## config.mk

```make
export PLATFORM = sky130hd
export DESIGN_NAME = vrseq_top
export DESIGN_NICKNAME = d
export VERILOG_FILES = /design/src/rtl/vrseq_pkg.sv /design/src/rtl/vrseq_ramp.sv /design/src/rtl/vrseq_timer.sv /design/src/rtl/vrseq_fsm.sv /design/src/rtl/vrseq_top.sv
export SDC_FILE = /design/constraint.sdc
export NUM_CORES = 1
export LEC_CHECK = 0
export BUFFER_PORTS_ARGS = -buffer_cell sky130_fd_sc_hd__buf_2
export CORE_UTILIZATION = 59
export DETAILED_ROUTE_END_ITERATION = 6
export GPL_TIMING_DRIVEN = 1
export PLACE_DENSITY = 0.88
export SETUP_SLACK_MARGIN = 0.5
export SYNTH_ARGS = -nofsm -noshare
export SYNTH_HDL_FRONTEND = slang
export SYNTH_SLANG_ARGS = --single-unit
```

## constraint.sdc

```tcl
create_clock -name clk -period 4 [get_ports clk]
set_input_delay 0.8 -clock clk [delete_from_list [all_inputs] [get_ports clk]]
set_output_delay 0.8 -clock clk [all_outputs]
set_load 0.1 [all_outputs]
```

## src/rtl/vrseq_pkg.sv

```systemverilog
package vrseq_pkg;
  typedef enum logic [2:0] {
    ST_OFF       = 3'd0,
    ST_RESET     = 3'd1,
    ST_DETECT    = 3'd2,
    ST_SOFTSTART = 3'd3,
    ST_ACTIVE    = 3'd4,
    ST_DISCHARGE = 3'd5,
    ST_LATCHED   = 3'd6
  } seq_state_e;
endpackage

```

## src/rtl/vrseq_ramp.sv

```systemverilog
// Saturating up/down level counter standing in for a capacitor voltage.
module vrseq_ramp #(
  parameter int W    = 12,
  parameter int MAXV = 2900
) (
  input  logic         clk,
  input  logic         rst_n,
  input  logic         clr,
  input  logic         up,
  input  logic         dn,
  input  logic [W-1:0] step,
  output logic [W-1:0] q
);
  localparam logic [W:0] LIMIT = (W+1)'(MAXV);

  logic [W:0] sum;
  assign sum = {1'b0, q} + {1'b0, step};

  always_ff @(posedge clk or negedge rst_n) begin
    if (!rst_n) begin
      q <= '0;
    end else if (clr) begin
      q <= '0;
    end else if (up) begin
      if (sum > LIMIT) q <= LIMIT[W-1:0];
      else             q <= sum[W-1:0];
    end else if (dn) begin
      if (q > step) q <= q - step;
      else          q <= '0;
    end
  end
endmodule

```

## src/rtl/vrseq_timer.sv

```systemverilog
// Interval counter for the reset and phase-detection waits.
module vrseq_timer #(
  parameter int W = 13
) (
  input  logic         clk,
  input  logic         rst_n,
  input  logic         clr,
  output logic [W-1:0] cnt
);
  always_ff @(posedge clk or negedge rst_n) begin
    if (!rst_n)   cnt <= '0;
    else if (clr) cnt <= '0;
    else          cnt <= cnt + 1'b1;
  end
endmodule

```

## src/rtl/vrseq_fsm.sv

```systemverilog
// Sequencing state register and next-state decision.
module vrseq_fsm
  import vrseq_pkg::*;
#(
  parameter int MV_W      = 12,
  parameter int TW        = 13,
  parameter int RESET_CYC = 5500,
  parameter int PHASE_CYC = 100,
  parameter int CLKEN_MV  = 1700,
  parameter int LATCH_MV  = 1650
) (
  input  logic            clk,
  input  logic            rst_n,
  input  logic            valid,
  input  logic            fault,
  input  logic            in_window,
  input  logic [MV_W-1:0] ss_mv,
  input  logic [TW-1:0]   tmr,
  output seq_state_e      state,
  output logic            tmr_clr
);
  localparam logic [TW-1:0]   RESET_LAST = TW'(RESET_CYC - 1);
  localparam logic [TW-1:0]   PHASE_LAST = TW'(PHASE_CYC - 1);
  localparam logic [MV_W-1:0] CLKEN_LVL  = MV_W'(CLKEN_MV);
  localparam logic [MV_W-1:0] LATCH_LVL  = MV_W'(LATCH_MV);

  seq_state_e nxt;

  always_comb begin
    nxt = state;
    if (!valid) begin
      nxt = ST_OFF;
    end else begin
      unique case (state)
        ST_OFF:       nxt = ST_RESET;
        ST_RESET:     if (tmr == RESET_LAST) nxt = ST_DETECT;
        ST_DETECT:    if (tmr == PHASE_LAST) nxt = ST_SOFTSTART;
        ST_SOFTSTART: if (ss_mv >= CLKEN_LVL && in_window) nxt = ST_ACTIVE;
        ST_ACTIVE:    if (fault) nxt = ST_DISCHARGE;
        ST_DISCHARGE: begin
          if (!fault)                 nxt = ST_ACTIVE;
          else if (ss_mv < LATCH_LVL) nxt = ST_LATCHED;
        end
        ST_LATCHED:   nxt = ST_LATCHED;
        default:      nxt = ST_OFF;
      endcase
    end
  end

  assign tmr_clr = (nxt != state) || !(state == ST_RESET || state == ST_DETECT);

  always_ff @(posedge clk or negedge rst_n) begin
    if (!rst_n) state <= ST_OFF;
    else        state <= nxt;
  end
endmodule

```

## src/rtl/vrseq_top.sv

```systemverilog
module vrseq_top
  import vrseq_pkg::*;
#(
  parameter int MV_W        = 12,
  parameter int RESET_CYC   = 5500,
  parameter int PHASE_CYC   = 100,
  parameter int SS_UP_MV    = 1,
  parameter int SS_FAST_MV  = 20,
  parameter int SS_DN_MV    = 1,
  parameter int PGD_UP_MV   = 1,
  parameter int CLKEN_MV    = 1700,
  parameter int CLAMP_MV    = 2900,
  parameter int LATCH_MV    = 1650,
  parameter int PGD_DONE_MV = 2900
) (
  input  logic            clk,
  input  logic            rst_n,
  input  logic            uvlo,
  input  logic            en,
  input  logic            ilim,
  input  logic            pg_fault,
  input  logic            in_window,
  output logic            bias_en,
  output logic            ss_charge,
  output logic            ss_discharge,
  output logic            clk_en_n,
  output logic            pgd_charge,
  output logic            pwr_good,
  output logic            shutdown,
  output logic [MV_W-1:0] ss_mv,
  output logic [MV_W-1:0] pgd_mv,
  output logic [2:0]      state_dbg
);
  localparam int TMAX = (RESET_CYC > PHASE_CYC) ? RESET_CYC : PHASE_CYC;
  localparam int TW   = $clog2(TMAX + 1);
  localparam logic [MV_W-1:0] PGD_DONE_LVL = MV_W'(PGD_DONE_MV);

  seq_state_e      st;
  logic            valid, fault, tmr_clr;
  logic [TW-1:0]   tmr;
  logic            ss_clr, ss_up, ss_dn, pgd_clr, pgd_up;
  logic [MV_W-1:0] ss_step;
  logic            run_on;

  assign valid  = !uvlo && en;
  assign fault  = ilim || pg_fault;
  assign run_on = (st == ST_ACTIVE) || (st == ST_DISCHARGE);

  vrseq_timer #(.W(TW)) u_tmr (
    .clk(clk), .rst_n(rst_n), .clr(tmr_clr), .cnt(tmr)
  );

  vrseq_fsm #(
    .MV_W(MV_W), .TW(TW), .RESET_CYC(RESET_CYC), .PHASE_CYC(PHASE_CYC),
    .CLKEN_MV(CLKEN_MV), .LATCH_MV(LATCH_MV)
  ) u_fsm (
    .clk(clk), .rst_n(rst_n), .valid(valid), .fault(fault),
    .in_window(in_window), .ss_mv(ss_mv), .tmr(tmr),
    .state(st), .tmr_clr(tmr_clr)
  );

  // Ramp commands derived from the present state
  always_comb begin
    ss_clr  = !valid || !(st == ST_SOFTSTART || run_on);
    ss_up   = (st == ST_SOFTSTART) || (st == ST_ACTIVE);
    ss_dn   = (st == ST_DISCHARGE);
    pgd_clr = !valid || !run_on;
    pgd_up  = (st == ST_ACTIVE);
    unique case (st)
      ST_ACTIVE:    ss_step = MV_W'(SS_FAST_MV);
      ST_DISCHARGE: ss_step = MV_W'(SS_DN_MV);
      default:      ss_step = MV_W'(SS_UP_MV);
    endcase
  end

  vrseq_ramp #(.W(MV_W), .MAXV(CLAMP_MV)) u_ss (
    .clk(clk), .rst_n(rst_n), .clr(ss_clr), .up(ss_up), .dn(ss_dn),
    .step(ss_step), .q(ss_mv)
  );

  vrseq_ramp #(.W(MV_W), .MAXV(CLAMP_MV)) u_pgd (
    .clk(clk), .rst_n(rst_n), .clr(pgd_clr), .up(pgd_up), .dn(1'b0),
    .step(MV_W'(PGD_UP_MV)), .q(pgd_mv)
  );

  assign bias_en      = valid && !(st == ST_OFF || st == ST_LATCHED);
  assign ss_charge    = ss_up && !ss_clr;
  assign ss_discharge = ss_dn && !ss_clr;
  assign pgd_charge   = pgd_up && !pgd_clr;
  assign clk_en_n     = !(valid && run_on);
  assign pwr_good     = valid && (st == ST_ACTIVE) && (pgd_mv >= PGD_DONE_LVL) && in_window;
  assign shutdown     = valid && (st == ST_LATCHED);
  assign state_dbg    = st;
endmodule

```

==> flow_summary.yaml, run 1 <==
floorplanning:
  dieArea_um2: 5820
  vertical_die_dimension_um: 76.3
  start_util: 0.625
  i_o_pins: 41
  die_width_um: 76.3
  placement_rows: 26
  core_area_um2: 5200
power_and_ir_drop:
  worst_ir_drop_vdd_mv: 0.220
  p_leak_uw: 0.00161
  power.density_nw_per_um2: 208
  power_uw: 771
worst_setup_path:
  worstSetupStartpointType: "flip-flop"
  worst-endpoint-arrival_ns: 2.63
  r2r-end: "u_ss.q[9]"
  worst-r2r-setup-slack_ns: 0.60
  endpoint_kind: "output port"
  worst_r2r_path_depth: 14
  worstReg2RegStart: "u_fsm.state[2]"
  critical_path_required_ns: 3.20
  critical_path_class: "reg2out"
  timing.critical_path.fanout_max: 12
synth:
  synth.yosys.seq_area_share: 0.308
  postSynthNetCount: 422
  synth_adder_area_share: 0.0461
  area_of_the_mapped_netlist_um2: 3250
  synth_xor_area_frac: 0.0780
  yosys_warnings: 0
  post_synth.cell_area_avg_um2: 8.08
  synth_top_family_by_area: "simple AND/OR/NAND/NOR gates"
  post_synth_mux_area_share: 0.00923
  yosys_most_used_dff: "sky130_fd_sc_hd__dfrtp_1"
  number_of_synthesized_flops_with_an_enable_pin: 0
  ys_async_sr_fraction: 1.00
  synth.ff_latch_count: 40
  post_synth_and_or_nand_nor_area_fraction: 0.280
  yosys.cell_types.count: 66
  synthesized_netlist_cell_count: 403
  compound_gate_portion_of_the_synthesized_area: 0.219
sta:
  max_freq_mhz: 292
  worst_slew_pin_slew_ns: 0.885
  layout_min_cycle_time_ns: 3.43
  finalCritPeriodShare: 0.857
  layout_setup_ws_ns: 0.572
  final-hold-violation-count: 0
  report.final.slew_viol_count: 0
  skew_ns: 0.0109
  final-setup-viol-count: 0
  tns_ns: 0
  slew_headroom: 0.410
  rsz0062_at_grt: "true"
cts:
  clock_insertion_delay_worst_skew_ns: 0.30
  cts_root_buf: "sky130_fd_sc_hd__clkbuf_8"
  clk_path_buf_depth: 2
  worst_setup_hold_path_clk_slew_ns: 0.08
  cts_tree: "built"
  cts_hold_repair.buffers: 0
  numCtsBuffers: 5
  htreeDepth: 2
  tritoncts_sink_count: 40
final_layout:
  postLayoutCoreUtil: 0.714
  nFillCells: 418
  syn_to_final_growth_pct: 14.2
  final_layout_size_suffix_gt1_frac: 0.213
  ant_cells: 0
  fin_area_um2: 3720
  fin_nets: 454
detailed_routing:
  antenna_violating_nets_post_route: 0
  drt-wirelength-per-cell_um: 16.5
  drc: 0
  routed_wirelength_um: 8350
  route.detailed.vias_per_inst: 6.32
  count_of_routing_violations_after_the_opening_detailed_route_iteration: 390
  dr_total_vias: 3197
  firstDrtPassIters: 5
run_status:
  outcome: "finished clean"
placement:
  numPortBuffers: 40
  pre_cts_slack_ns: 0.341
  place_congestion: 0.973
  placedInstanceArea_um2: 3480
  hpwlAfterDp_um: 6010
grt:
  grt_start_max_net_pins: 41
  grt_antenna_before_repair: 0
  first_global_vias: 2844
  grt_pass1_wl_um: 13700
  gr-usage-met2: 0.467
  gr-usage-met1: 0.400
  grtUsageTotal: 0.287
  gr-total-overflow: 0
  use_met3: 0.0383
  grt_busiest_layer: "met2"
hold_path:
  hold-path-endpoint: "u_tmr.cnt[0]"
  holdCritPathClass: "reg2reg"
  timing.hold.worst.start: "u_tmr.cnt[0]"
  whs_path_depth: 1
run:
  maxCapViolCount: 0
-- layout make-up --
type,count,area (µm²),share of cell area
flip-flops and latches,40,1010,0.271
clock inverters,3,47.5,0.0128
multi-input cells,319,2170,0.583
inverters,21,78.8,0.0212
clock buffers,5,68.8,0.0185
repair buffers,48,260,0.0700
well taps,70,87.6,0.0236
-- state kept, by name, summed over array words and instances (netlist names) --
register	flops
u_tmr.cnt	13
u_pgd.q	12
u_fsm.state	3
u_ss.q	12
-- power by group --
group	internal (µW)	total, µW	switching (µW)
logic	4.70	25.4	20.7
registers	405	406	1.65
clock network	188	339	151
total	598	771	174
-- cells in the final DEF, fill, tap and decap left out, drive strengths merged, types with 11 or more instances in the layout --
cell | Yosys | layout
a21oi | 24 | 24
buf | 11 | 48
dfrtp | 40 | 40
ha | 12 | 12
inv | 21 | 21
nand2 | 37 | 37
nand3 | 18 | 18
nor2 | 33 | 33
nor3 | 16 | 16
o21ai | 24 | 24
xnor2 | 18 | 18
xor2 | 11 | 11
-- metrics by stage --
stage,std cells,hold WS [ns]
floorplan,403,0.433
global placement,495,0.448
detailed placement,495,0.457
CTS,503,0.468
global route,506,0.498
finish,506,0.467
-- logic make-up (layout without fill, tap and decap cells) --
family                     Yosys count  after routing
adders and majority gates           12             12
buffers and inverters               44             77
muxes                                3              3
AOI/OAI and AO/OA                  102            102
and+or+nand+nor                    173            173
DFF                                 40             40
xor gates and xnor gates            29             29
-- layer usage --
layer  share of wire  vias up
li1                -     1532
met1            0.45     1497
met2            0.47      152
met3           0.075       16
met4           0.012        0
met5               0        -
-- worst max path at each step --
| stage | from | endpoint | depth (start not counted) |
|---|---|---|---|
| finish | u_fsm.state[2] | ss_charge | 9 |
| global route | u_fsm.state[2] | u_ss.q[0] | 14 |
| CTS | u_fsm.state[2] | u_ss.q[1] | 12 |
| detailed placement | u_fsm.state[2] | u_ss.q[1] | 12 |
| global placement | u_fsm.state[2] | u_ss.q[1] | 12 |
| floorplan | u_pgd.q[3] | pwr_good | 6 |
-- synth_stat cells (all sizes together) (11+ instances only) --
library cell  number  area share
dfrtp             40        0.31
nand2             37       0.043
nor2              33       0.038
a21oi             24       0.037
o21ai             24       0.037
inv               21       0.024
nand3             18       0.028
xnor2             18       0.048
nor3              16       0.026
clkbuf            12       0.014
ha                12       0.046
buf               11       0.022
xor2              11       0.030
-- worst max-delay path, cell delays in order, from the launching register on --
cell and delay [ns]:
sky130_fd_sc_hd__dfrtp_4 0.48, sky130_fd_sc_hd__inv_1 0.13, sky130_fd_sc_hd__nor2_2 0.18, sky130_fd_sc_hd__nand2_2 0.18
sky130_fd_sc_hd__o21ai_0 0.13, sky130_fd_sc_hd__buf_4 0.18, sky130_fd_sc_hd__nand2_1 0.06, sky130_fd_sc_hd__buf_4 0.17
sky130_fd_sc_hd__inv_1 0.31, sky130_fd_sc_hd__buf_2 0.51
-- timing repair --
item | in CTS | in global routing
endpoints found under the setup margin | 8 | 11
gates resized for setup | 5 | 17
setup buffers | 0 | 3
pin swaps | 0 | 3
No activity file was read; power rests on OpenSTA's default activity.
==> inputs of run 2 (changes only) <==
--- a/config.mk
+++ b/config.mk
@@ -5,7 +5,7 @@
 export SDC_FILE = /design/constraint.sdc
 export NUM_CORES = 1
 export LEC_CHECK = 0
-export BUFFER_PORTS_ARGS = -buffer_cell sky130_fd_sc_hd__buf_2
+export BUFFER_PORTS_ARGS = -buffer_cell sky130_fd_sc_hd__buf_4
 export CORE_UTILIZATION = 59
 export DETAILED_ROUTE_END_ITERATION = 6
 export GPL_TIMING_DRIVEN = 1
==> flow_summary.yaml, run 2 (same netlist as run 1, synthesis figures left out) <==
run_status:
  outcome: "finished clean"
cts:
  worst_setup_hold_path_clk_slew_ns: 0.09
  tritoncts_sink_count: 40
  clock_insertion_delay_worst_skew_ns: 0.30
  cts_hold_repair.buffers: 0
  cts_tree: "built"
  cts_root_buf: "sky130_fd_sc_hd__clkbuf_8"
  clk_path_buf_depth: 2
  htreeDepth: 2
  numCtsBuffers: 5
worst_setup_path:
  worstSetupStartpointType: "flip-flop"
  endpoint_kind: "flip-flop"
  worst_path_largest_cell_delay_ns: 0.48
  critical_path_class: "reg2reg"
  critical_path_required_ns: 4.18
  worst-endpoint-arrival_ns: 3.62
  path_cells: "clkinvlp_4, nor2_4, nand2_4, ha_4, and3b_2, o211a_1, a2111oi_4, nand4b_1, a311oi_2, o31ai_4, buf_4, o221ai_1, o31ai_1"
  critPathSlowestCell: "sky130_fd_sc_hd__dfrtp_4"
  timing.critical_path.fanout_max: 10
grt:
  grt_antenna_before_repair: 0
  first_global_vias: 2922
  gr-total-overflow: 0
  grt_start_max_net_pins: 41
  grt_pass1_wl_um: 14200
  grtUsageTotal: 0.300
placement:
  pre_cts_slack_ns: 0.254
  place_congestion: 0.961
  hpwlAfterDp_um: 5960
  numPortBuffers: 40
  post-place-cells: 492
floorplanning:
  die_width_um: 76.3
  i_o_pins: 41
  placement_rows: 26
  dieArea_um2: 5820
  vertical_die_dimension_um: 76.3
  core_area_um2: 5200
  start_util: 0.625
sta:
  layout_setup_ws_ns: 0.568
  rsz0062_at_grt: "false"
  report.final.slew_viol_count: 0
  final-hold-violation-count: 0
  tns_ns: 0
  worst_slew_pin_slew_ns: 0.554
  finalCritPeriodShare: 0.858
  slew_headroom: 0.630
  max_freq_mhz: 291
  skew_ns: 0.0118
  layout_min_cycle_time_ns: 3.43
  final-setup-viol-count: 0
run:
  maxCapViolCount: 0
detailed_routing:
  count_of_routing_violations_after_the_opening_detailed_route_iteration: 333
  dr_total_vias: 3225
  antenna_violating_nets_post_route: 0
  drc: 0
  firstDrtPassIters: 6
  drt-wirelength-per-cell_um: 17.1
  routed_wirelength_um: 8660
  route.detailed.vias_per_inst: 6.36
final_layout:
  final_layout_size_suffix_gt1_frac: 0.213
  ant_cells: 0
  layout.cells.most_common_list: "sky130_fd_sc_hd__buf_4, sky130_fd_sc_hd__dfrtp_1, sky130_fd_sc_hd__nand2_1"
  flip_flop_count_of_the_largest_register_after_layout: 13
  max_flop_register: "u_tmr.cnt"
  largest_registers: "u_tmr.cnt (13), u_pgd.q (12), u_ss.q (12)"
  postLayoutCoreUtil: 0.735
  seq_area_um2: 1010
  finish.cell_count_without_fillers: 507
  mostFrequentLayoutCell: "sky130_fd_sc_hd__buf_4"
  multi_input_comb_area_um2: 2160
  nFillCells: 393
  fin_nets: 455
  syn_to_final_growth_pct: 17.6
hold_path:
  holdCritPathClass: "in2async"
power_and_ir_drop:
  p_leak_uw: 0.00165
  worst_ir_drop_vdd_mv: 0.187
  power.density_nw_per_um2: 204
[run 2: cell types whose count changed in the layout (fill, tap and decap cells not counted), sizes merged]
cell      delta
inv          -2
clkinvlp     +2
buf          +1
[run 2: final timing paths]
| path | end | start | cells past startpoint | slack (ns) |
|---|---|---|---|---|
| max in group asynchronous | u_fsm.state[2] | rst_n | 1 | 3.11 |
| min in group clk | u_tmr.cnt[0] | u_tmr.cnt[0] | 1 | 0.47 |
| worst max register to register | u_ss.q[9] | u_fsm.state[2] | 13 | 0.57 |
| worst max-delay path | u_ss.q[9] | u_fsm.state[2] | 13 | 0.57 |
| worst min register to register | u_tmr.cnt[0] | u_tmr.cnt[0] | 1 | 0.47 |
| worst min-delay path | u_ss.q[8] | rst_n | 1 | 0.46 |
[run 2: per-layer routing]
layer  global-route usage  part of all wire  up-vias  routed length [µm]
met5                    0                 0        -                   0
met4               0.0846             0.014        0                 125
met3               0.0455             0.070       20                 604
met2                0.469              0.47      176                4040
met1                0.430              0.45     1513                3880
li1                     -                 -     1516                   -
[run 2: final cells by class]
cell class                      count  share of cell area
Tap cell                           70              0.0229
Clock inverter                      3              0.0124
Multi-Input combinational cell    319               0.565
Sequential cell                    40               0.263
Inverter                           21              0.0226
Clock buffer                        5              0.0180
Timing Repair Buffer               49              0.0961
[run 2: critical path, delay by kind of cell (launching register included)]
| kind | cells | cell delay (ns) |
|---|---|---|
| AOI/OAI and AO/OA | 6 | 1.42 |
| adders and majority gates | 1 | 0.34 |
| buffers and inverters | 2 | 0.33 |
| DFF | 1 | 0.48 |
| and+or+nand+nor | 4 | 0.75 |
[run 2: power breakdown]
group	internal, µW	total [µW]	switching (µW)
Clock	188	348	159
Sequential	405	407	1.86
Combinational	6.98	28.2	21.2
Total	600	782	182
[run 2: what timing repair did]
item                                    in CTS  in global routing
setup buffers                                0                  7
gates resized for setup                      6                 15
pin swaps                                    3                  5
endpoints found under the setup margin      10                 10
[run 2: per-stage QoR]
step	total power, µW	hold WS (ns)	instance area [µm²]
2_1_floorplan	426	0.433	3270
6_report	782	0.461	3830
4_1_cts	792	0.484	3690
3_5_place_dp	443	0.469	3560
5_1_grt	809	0.496	3830
3_3_place_gp	443	0.453	3560
